===== config.mk =====
export PLATFORM = sky130hd
export DESIGN_NAME = wa_decider
export DESIGN_NICKNAME = d
export VERILOG_FILES = /design/src/rtl/wa_pkg.sv /design/src/rtl/wa_datapath.sv /design/src/rtl/wa_control.sv /design/src/rtl/wa_decider.sv
export SDC_FILE = /design/constraint.sdc
export NUM_CORES = 1
export LEC_CHECK = 0
export ABC_AREA = 1
export BUFFER_PORTS_ARGS = -buffer_cell sky130_fd_sc_hd__clkbuf_2
export CAP_MARGIN = 20
export CORE_MARGIN = 2
export CORE_UTILIZATION = 45
export DETAILED_ROUTE_END_ITERATION = 10
export PLACE_DENSITY_LB_ADDON = 0.25
export SKIP_CTS_REPAIR_TIMING = 1
export SLEW_MARGIN = 10
export SYNTH_ARGS = -nofsm -noshare
export SYNTH_HDL_FRONTEND = slang
export SYNTH_HIERARCHICAL = 1
export SYNTH_SLANG_ARGS = --single-unit

===== constraint.sdc =====
create_clock -name clk -period 1.25 [get_ports clk]
set_input_delay 0.1875 -clock clk [delete_from_list [all_inputs] [get_ports clk]]
set_output_delay 0.1875 -clock clk [all_outputs]
set_load 0.05 [all_outputs]

===== src/rtl/wa_pkg.sv =====
package wa_pkg;
  localparam int SRC_FILL   = 0;
  localparam int SRC_SECTOR = 1;
  localparam int SRC_KEN    = 2;
  localparam int SRC_LIMIT  = 3;
  localparam int SRC_W      = 4;

  typedef struct packed {
    logic loadCfg;
    logic loadFill;
    logic loadKen;
    logic clrKen;
  } waStrobes_t;

  typedef struct packed {
    logic fillHit;
    logic kenHit;
    logic belowLimit;
    logic inHole;
    logic inMidWin;
    logic limitGe16;
    logic detectEn;
    logic midWinEn;
  } waMatch_t;
endpackage


===== src/rtl/wa_datapath.sv =====
module wa_datapath
  import wa_pkg::*;
#(
  parameter int ADDR_W   = 32,
  parameter int PAGE_LSB = 12,
  parameter int LIM_W    = 7,
  parameter int LIM_LSB  = 22,
  parameter logic [ADDR_W-1:0] HOLE_LO = 32'h000A_0000,
  parameter logic [ADDR_W-1:0] HOLE_HI = 32'h000F_FFFF,
  parameter logic [ADDR_W-1:0] MID_LO  = 32'h00F0_0000,
  parameter logic [ADDR_W-1:0] MID_HI  = 32'h00FF_FFFF
) (
  input  logic                       clk,
  input  logic                       rstN,
  input  waStrobes_t                 stb,
  input  logic [LIM_W+1:0]           cfgWrData,
  input  logic [ADDR_W-PAGE_LSB-1:0] fillPage,
  input  logic [ADDR_W-PAGE_LSB-1:0] kenWrPage,
  input  logic [ADDR_W-1:0]          reqAddr,
  output waMatch_t                   match
);
  localparam int CFG_W  = LIM_W + 2;
  localparam int PAGE_W = ADDR_W - PAGE_LSB;
  localparam int HI_W   = ADDR_W - LIM_LSB;
  localparam logic [ADDR_W-1:0] MID_END = MID_HI + 1'b1;
  localparam logic [LIM_W-1:0] GE16_FIELD = LIM_W'(MID_END >> LIM_LSB);

  logic [CFG_W-1:0]  cfgQ;
  logic [PAGE_W-1:0] fillPageQ, kenPageQ;
  logic              fillVQ, kenVQ;

  always_ff @(posedge clk) begin
    if (!rstN) begin
      cfgQ      <= '0;
      fillPageQ <= '0;
      fillVQ    <= 1'b0;
      kenPageQ  <= '0;
      kenVQ     <= 1'b0;
    end else begin
      if (stb.loadCfg) cfgQ <= cfgWrData;
      if (stb.loadFill) begin
        fillPageQ <= fillPage;
        fillVQ    <= 1'b1;
      end
      if (stb.clrKen) begin
        kenVQ <= 1'b0;
      end else if (stb.loadKen) begin
        kenPageQ <= kenWrPage;
        kenVQ    <= 1'b1;
      end
    end
  end

  logic [LIM_W-1:0]  limField;
  logic [PAGE_W-1:0] reqPage;
  assign limField = cfgQ[LIM_W:1];
  assign reqPage  = reqAddr[ADDR_W-1:PAGE_LSB];

  always_comb begin
    match.fillHit    = fillVQ && (reqPage == fillPageQ);
    match.kenHit     = kenVQ && (reqPage == kenPageQ);
    match.belowLimit = reqAddr[ADDR_W-1:LIM_LSB] < {{(HI_W-LIM_W){1'b0}}, limField};
    match.inHole     = (reqAddr >= HOLE_LO) && (reqAddr <= HOLE_HI);
    match.inMidWin   = (reqAddr >= MID_LO) && (reqAddr <= MID_HI);
    match.limitGe16  = limField >= GE16_FIELD;
    match.detectEn   = cfgQ[CFG_W-1];
    match.midWinEn   = cfgQ[0];
  end
endmodule


===== src/rtl/wa_control.sv =====
module wa_control
  import wa_pkg::*;
(
  input  logic             clk,
  input  logic             rstN,
  input  logic             reqValid,
  input  logic             sectorHit,
  input  logic             pageCacheDisable,
  input  logic             cacheDisable,
  input  logic             cacheInhibit,
  input  logic             fillValid,
  input  logic             kenWrValid,
  input  logic             cfgWrEn,
  input  logic             tlbChange,
  input  logic             cacheInval,
  input  logic             flushReq,
  input  waMatch_t         match,
  output waStrobes_t       stb,
  output logic             decValid,
  output logic             decAllocate,
  output logic [SRC_W-1:0] decSource
);
  always_comb begin
    stb.loadCfg  = cfgWrEn;
    stb.loadFill = fillValid;
    stb.loadKen  = kenWrValid;
    stb.clrKen   = tlbChange | cacheInval | flushReq;
  end

  logic             blocked;
  logic [SRC_W-1:0] rawSrc, grantSrc;

  always_comb begin
    blocked = cacheDisable | pageCacheDisable | cacheInhibit | match.inHole;
    rawSrc             = '0;
    rawSrc[SRC_FILL]   = match.fillHit;
    rawSrc[SRC_SECTOR] = sectorHit;
    rawSrc[SRC_KEN]    = match.kenHit & match.detectEn;
    rawSrc[SRC_LIMIT]  = match.belowLimit &
                         !(match.limitGe16 & match.inMidWin & !match.midWinEn);
    grantSrc = blocked ? '0 : rawSrc;
  end

  always_ff @(posedge clk) begin
    if (!rstN) begin
      decValid    <= 1'b0;
      decAllocate <= 1'b0;
      decSource   <= '0;
    end else begin
      decValid    <= reqValid;
      decAllocate <= reqValid & (|grantSrc);
      decSource   <= reqValid ? grantSrc : '0;
    end
  end
endmodule


===== src/rtl/wa_decider.sv =====
module wa_decider
  import wa_pkg::*;
#(
  parameter int ADDR_W   = 32,
  parameter int PAGE_LSB = 12,
  parameter int LIM_W    = 7,
  parameter int LIM_LSB  = 22
) (
  input  logic                       clk,
  input  logic                       rstN,
  input  logic                       reqValid,
  input  logic [ADDR_W-1:0]          reqAddr,
  input  logic                       sectorHit,
  input  logic                       pageCacheDisable,
  input  logic                       cacheDisable,
  input  logic                       cacheInhibit,
  input  logic                       fillValid,
  input  logic [ADDR_W-PAGE_LSB-1:0] fillPage,
  input  logic                       kenWrValid,
  input  logic [ADDR_W-PAGE_LSB-1:0] kenWrPage,
  input  logic                       cfgWrEn,
  input  logic [LIM_W+1:0]           cfgWrData,
  input  logic                       tlbChange,
  input  logic                       cacheInval,
  input  logic                       flushReq,
  output logic                       decValid,
  output logic                       decAllocate,
  output logic [SRC_W-1:0]           decSource
);
  waStrobes_t stb;
  waMatch_t   match;

  wa_datapath #(
    .ADDR_W(ADDR_W), .PAGE_LSB(PAGE_LSB), .LIM_W(LIM_W), .LIM_LSB(LIM_LSB)
  ) u_dp (
    .clk(clk), .rstN(rstN), .stb(stb), .cfgWrData(cfgWrData),
    .fillPage(fillPage), .kenWrPage(kenWrPage), .reqAddr(reqAddr), .match(match)
  );

  wa_control u_ctl (
    .clk(clk), .rstN(rstN), .reqValid(reqValid), .sectorHit(sectorHit),
    .pageCacheDisable(pageCacheDisable), .cacheDisable(cacheDisable),
    .cacheInhibit(cacheInhibit), .fillValid(fillValid), .kenWrValid(kenWrValid),
    .cfgWrEn(cfgWrEn), .tlbChange(tlbChange), .cacheInval(cacheInval),
    .flushReq(flushReq), .match(match), .stb(stb), .decValid(decValid),
    .decAllocate(decAllocate), .decSource(decSource)
  );
endmodule


==> Yosys cells after proc, flatten, opt, wreduce, memory -nomap -nowiden <==
Index checks and enable logic that the tools add are counted.
{ "word_totals": {"elab_cells": 39, "register_bits": 57, "romBits": 0, "ramBits": 0, "output_inout_bits": 6, "latch_bits": 0, "mem_count": 0} }
{ "classes": {"n_eq_ne": 2, "magnitude_cmp": 6, "reduce_logical": 10, "n_addsub": 0, "multipliers": 0, "n_bitwise": 12, "shifts": 0, "n_mux": 1, "div_mod_pow": 0} }
{ "ops": {"columns": ["op", "n"], "rows": [
  ["$eq 20x20->1", 2],
  ["$ge 32x20->1 const B", 1],
  ["$ge 32x24->1 const B", 1],
  ["$le 32x20->1 const B", 1],
  ["$le 32x24->1 const B", 1],
  ["$lt 10x7->1", 1],
  ["$ge 7x3->1 const B", 1],
  ["$and 1x1->1", 5],
  ["$or 1x1->1", 5],
  ["$logic_and 1x1->1", 4],
  ["$mux 4", 1],
  ["$reduce_and 2->1", 2],
  ["$reduce_or 4->1", 1],
  ["$logic_not 1->1", 2],
  ["$not 1->1", 2],
  ["$reduce_or 2->1", 1]
]} }

==> Longest topological paths before layout <==
Gate-level depths: netlist (run 1).
{ "logic_depth": {"word_depth": 9, "ltp_mapped": 12, "ltp_nobuf": 12} }

==> Modules after synthesis <==
Netlist (run 1), hierarchy kept.
{ "by_module_without_submodules": {"columns": ["module", "instances", "seq_area_each_um2", "cells_per_inst", "area_each_um2"], "rows": [
  ["wa_datapath", 1, 1021.0, 409, 2638.8],
  ["wa_control", 1, 120.1, 31, 237.7]
]} }

==> Worst setup path after synthesis (run 1) <==
OpenSTA, ideal clock, no wires.
{ "synth_path": {"path_type": "reg2reg", "start": "reg u_dp.cfgQ[6]", "end": "reg u_ctl.decAllocate", "period_less_slack_ns": 1.342, "setup_slack_ns": -0.092, "required_time_ns": 1.134, "arrival_time_ns": 1.226, "stages_incl_launch_ff": 12, "setup_time_ns": 0.116, "path_cell_list": "dfxtp_1 inv_1 ha_1 nand2_1 o21ai_0 nand2_1 nand3_1 nor2_1 inv_1 nor2_1 o21ai_1 nand2_1"} }
{ "synth_lines": {"columns": ["element", "line_no", "source"], "rows": [
  ["start: declaration", "wa_datapath.sv:28", "logic [CFG_W-1:0] cfgQ;"],
  ["start signal: assignment", "wa_datapath.sv:40", "if (stb.loadCfg) cfgQ <= cfgWrData;"],
  ["end signal: assignment", "wa_control.sv:51", "decAllocate <= reqValid & (|grantSrc);"],
  ["end: declaration", "wa_control.sv:20", "output logic decAllocate,"]
]} }

==> flow_summary.toml, run 1 <==
[floorplanning]
core_um2 = 6280
num_io_pins = 100
start_util = 0.458
dieWidth_um = 84.0
die_area_um2 = 7050
die_h_um = 84.0
rows = 29

[routing]
drt_pass1_iterations = 5
drt-total-wl_mm = 7.82
vias = 3074
drc = 0
drt_iter0_drc = 176
drtAntennaViolNets = 0
detail_route.vias_per_cell = 4.87
drt-wirelength-per-cell_um = 12.4

[timing]
setup_viol = 2
rsz0062_at_grt = "true"
timing.final.ws_setup_ns = -0.166
fmax_mhz = 706
finalHoldViolCount = 0
slew_headroom = 0.704
post-route-period-util = 1.13
worst_clock_skew_ns = 0.00807
fin_crit_ns = 1.42
drv_slew = 0
tightest_slew_ns = 0.443

[layout]
fin_cells = 631
area_delta_synth_final_pct = 31.9
final_layout_size_suffix_gt1_frac = 0.318
antenna_cells = 0
fin_nets = 649

[synth]
synthArstFlopShare = 0
yosysTopAreaCellShare = 0.397
syn_inst = 440
synth_flop_cell = "dfxtp_1"
yosysSeqAreaShare = 0.397
ys_types = 26
synth_nets = 540
syn_area_per_cell_um2 = 6.54
synth-compound-area-share = 0.172
synthMuxAreaShare = 0
synth.most_common_cell = "nand2_1"
synth_xor_area_frac = 0.0122
synth_edf_count = 0
synth_top_family_by_area = "simple AND/OR/NAND/NOR gates"
yosys-top-cells-area = "dfxtp_1 (40%), nand2_1 (13%), nor2_1 (9.7%)"
syn-cell-area_um2 = 2880
yosys_warnings = 6
synth_common_cells = "nand2_1 (97), nor2_1 (74), dfxtp_1 (57), inv_1 (57), o21ai_0 (45)"
synthSimpleGateAreaFrac = 0.271
synth-seq-cells = 57
synth-adder-area-share = 0.0261
synth_top_area_cell = "dfxtp_1"

[worst_setup_path]
criticalPathCategory = "flip-flop to flip-flop"
arrival_ns = 1.65
endpoint_kind = "flip-flop"
critical_path_required_ns = 1.48
crit_path_start_kind = "flip-flop"
cp_max_fo = 2

[cts]
cts_tree = "yes"
cts_buffer_depth = 2
clock_latency_ns = 0.34
cts_root_buf = "clkbuf_8"
clkTransAtPathRegs_ns = 0.07
htreeDepth = 3
cts_sinks = 57
numCtsBuffers = 9

[placement]
hpwl_mm = 5.94
dp.cells = 613
place_congestion = 0.862
io_buffer_count = 87

[grt]
grt_pass1_vias = 2855
grt_overflow = 0
grt_max_degree = 51
grt_pass1_wl_mm = 12.8
antenna_found_initial = 0
grt_usage = 0.229

[power_and_ir_drop]
p_leak_nw = 1.88
p_per_area_nw_per_um2 = 1090
power_mw = 4.12
ir_worst_vdd_mv = 0.666

[min_path]
min_path_type = "primary input to flip-flop"

[status]
status = "finished with violations"
violations = "negative setup slack"

[flow_run]
maxCapViolCount = 0
[worst max-delay path, cell delays in order, from the launching register on]
cell and delay, ns:
dfxtp_2 0.34, inv_2 0.05, ha_4 0.26, nand3_2 0.09, nor3_2 0.20, nor2_1 0.07, inv_1 0.07, nor2_1 0.04
o21ai_1 0.13, nand2_1 0.06
[state kept, by name, summed over array words and instances, names as in the netlist]
name	cells
u_dp/cfgQ	9
u_ctl/decValid	1
u_ctl/decAllocate	1
u_dp/fillVQ	1
u_ctl/decSource	4
u_dp/kenPageQ	20
u_dp/fillPageQ	20
u_dp/kenVQ	1
[layer usage]
layer	track usage	wire [um]	up-vias
li1	-	-	1601
met1	0.306	3660	1361
met2	0.352	3450	97
met3	0.0663	554	15
met4	0.0792	151	0
met5	0	0	-
[cell type report]
cell class                 count  area, um2
tap                           77       96.3
timing repair buffer         116        678
fill                         620       2480
inverter                      63        236
clock buffer                  12        135
multi-input combinational    302       1470
clock inverter                 4       20.0
sequential                    57       1160
[placed cells by master (no fill, tap or decap), types with 2 or more instances in the layout]
master | synthesis | layout
nor3_1 | 5 | 4
clkbuf_1 | 4 | 3
buf_12 | 0 | 2
inv_2 | 5 | 12
clkbuf_2 | 0 | 87
o22ai_1 | 3 | 3
buf_4 | 5 | 27
nand3_2 | 1 | 2
o21ai_1 | 15 | 15
ha_4 | 0 | 4
nand3_1 | 7 | 6
nor2_1 | 74 | 69
dfxtp_1 | 57 | 43
nand4_1 | 4 | 4
inv_1 | 57 | 50
xnor2_1 | 2 | 2
clkinv_2 | 0 | 4
nand2_2 | 1 | 3
dfxtp_2 | 0 | 14
a21oi_1 | 35 | 34
xor2_1 | 2 | 2
ha_1 | 6 | 2
clkbuf_8 | 0 | 9
nor2_2 | 3 | 8
o21ai_0 | 45 | 44
nand2_1 | 97 | 95
[cell families after synthesis]
group                    after synthesis
XOR/XNOR                               4
AO/OA/AOI/OAI                         98
flip-flops                            57
AND/OR/NAND/NOR                      194
buffers and inverters                 81
adder cells (fa/ha/maj)                6
[per-stage QoR]
| step | worst slack [ns] | hold WS (ns) | util | cell area (um2) | setup TNS (ns) |
|---|---|---|---|---|---|
| finish | -0.166 | 0.0524 | 0.604 | 3790 | -0.290 |
| global route | -0.304 | 0.0512 | 0.604 | 3790 | -0.648 |
| CTS | -0.182 | 0.0470 | 0.592 | 3720 | -0.286 |
| detailed placement | -0.199 | 0.410 | 0.568 | 3560 | -3.05 |
| global placement | -0.143 | 0.403 | 0.568 | 3560 | -2.38 |
| floorplan | -0.0338 | 0.300 | - | 2920 | -0.0338 |
[path summary, 6_finish.rpt]
path,startpoint,endpoint,slack (ns),cells after the start
max,u_dp/cfgQ[7],u_ctl/decAllocate,-0.17,9
min,sectorHit,u_ctl/decSource[1],0.05,3
max reg2reg,u_dp/cfgQ[7],u_ctl/decAllocate,-0.17,9
min reg2reg,u_dp/fillPageQ[6],u_dp/fillPageQ[6],0.46,2
[power breakdown]
group | switching (mW) | internal [mW] | leakage [nW]
registers | 0.0548 | 1.92 | 0.474
logic | 0.388 | 0.323 | 1.32
clock network | 0.733 | 0.706 | 0.0839
total | 1.18 | 2.95 | 1.88
Power figures use the tool's default switching activity.
==> inputs of run 2 (changes only) <==
- CORE_UTILIZATION: 45 -> 50
- clock period: 1.25 -> 1.8 ns (I/O delays scaled with it)
==> run 2 against run 1 <==
  * The run now ends clean
  * Critical path type unchanged
  * Highest routed layer unchanged
  * Worst hold slack improved by 0.10 ns
  * Register-to-register slack improved by 0.38 ns
  * Largest power group unchanged
  * Flip-flop and latch count did not move
  * Critical endpoint unchanged
==> flow_summary.toml, run 2 (synthesized netlist as in run 1, its figures left out) <==
[grt]
grt_max_degree = 35
grt_overflow = 0
grt_pass1_vias = 2691
grt_pass1_wl_mm = 12.1
grt_usage = 0.247
antenna_found_initial = 0

[floorplanning]
core_um2 = 5540
die_area_um2 = 6380
dieWidth_um = 79.9
start_util = 0.519
rows = 27
num_io_pins = 100
die_h_um = 79.9

[cts]
cts_sinks = 57
clock_latency_ns = 0.33
htreeDepth = 3
cts_tree = "yes"
cts_root_buf = "clkbuf_8"
clkTransAtPathRegs_ns = 0.06
numCtsBuffers = 9
cts_buffer_depth = 2

[layout]
regArea_um2 = 1140
final_cell_mix = "nand2_1 (97), clkbuf_2 (87), nor2_1 (74)"
fin_cells = 598
layout_commonest_cell = "nand2_1"
area_delta_synth_final_pct = 20.4
antenna_cells = 0
top_regs = "u_dp/fillPageQ x20, u_dp/kenPageQ x20, u_dp/cfgQ x9"
fin_nets = 621
nFillCells = 538
multi_input_area_um2 = 1380
final_layout_size_suffix_gt1_frac = 0.213

[timing]
setup_viol = 0
tns_ns = 0
drv_slew = 0
post-route-period-util = 0.884
fin_crit_ns = 1.59
slew_headroom = 0.654
fmax_mhz = 629
worst_clock_skew_ns = 0.00413
rsz0062_at_grt = "false"
finalHoldViolCount = 0
tightest_slew_ns = 0.518

[routing]
detail_route.vias_per_cell = 4.97
drt_pass1_iterations = 5
drc = 0
drt-total-wl_mm = 7.29
drt-wirelength-per-cell_um = 12.2
drtAntennaViolNets = 0
vias = 2972
drt_iter0_drc = 227

[power_and_ir_drop]
p_per_area_nw_per_um2 = 794
ir_worst_vdd_mv = 0.473
p_leak_nw = 1.73

[worst_setup_path]
cp_max_fo = 3
arrival_ns = 1.87
critical_path_required_ns = 2.08
crit_path_start_kind = "flip-flop"
criticalPathCategory = "flip-flop to flip-flop"
endpoint_kind = "flip-flop"

[placement]
io_buffer_count = 87
dp.cells = 582
place_congestion = 0.877
hpwl_mm = 5.60

[flow_run]
maxCapViolCount = 0

[status]
status = "finished clean"

[min_path]
min_path_type = "primary input to flip-flop"
[run 2: routing by layer]
metal / track usage / routed length [um] / vias up
li1: - / - / 1545
met1: 0.325 / 3430 / 1304
met2: 0.387 / 3200 / 109
met3: 0.0543 / 514 / 14
met4: 0.110 / 149 / 0
met5: 0 / 0 / -
[run 2: final cells by class]
class,count,area share
Clock buffer,12,0.0390
Clock inverter,4,0.00578
Inverter,63,0.0683
Multi-Input combinational cell,302,0.400
Sequential cell,57,0.330
Tap cell,72,0.0260
Timing Repair Buffer,88,0.132
[run 2: final timing paths]
path	start	end	slack [ns]	cells past startpoint
worst min register to register	u_dp/cfgQ[2]	u_dp/cfgQ[2]	0.47	2
worst max register to register	u_dp/cfgQ[6]	u_ctl/decAllocate	0.21	11
worst max-delay path	u_dp/cfgQ[6]	u_ctl/decAllocate	0.21	11
worst min-delay path	reqValid	u_ctl/decValid	0.15	3
[run 2: worst max-delay path, cell delays in order, from the launching register on]
cell	delay, ns
dfxtp_1	0.32
inv_1	0.06
ha_1	0.31
a21oi_1	0.17
o21ai_0	0.12
nand2_1	0.09
nand3_1	0.07
nor2_1	0.12
inv_1	0.07
nor2_1	0.10
o21ai_1	0.06
nand2_1	0.05
[run 2: metrics by stage]
step                      area (um2)  utilization  hold WS (ns)  power [mW]  setup WS (ns)
after floorplan                 2880            -         0.382        1.64          0.458
after global placement          3310        0.597         0.451        1.79          0.192
after detailed placement        3310        0.597         0.454        1.80          0.166
after CTS                       3460        0.625         0.140        2.77          0.260
after global routing            3460        0.625         0.146        2.89         0.0665
final                           3460        0.625         0.153        2.75          0.210
[run 2: power breakdown]
group          internal [mW]  total (mW)  switching, mW  leakage (nW)
Clock                  0.490       0.965          0.475        0.0839
Sequential              1.33        1.36         0.0375         0.469
Combinational          0.172       0.419          0.247          1.18
Total                   1.99        2.75          0.759          1.73
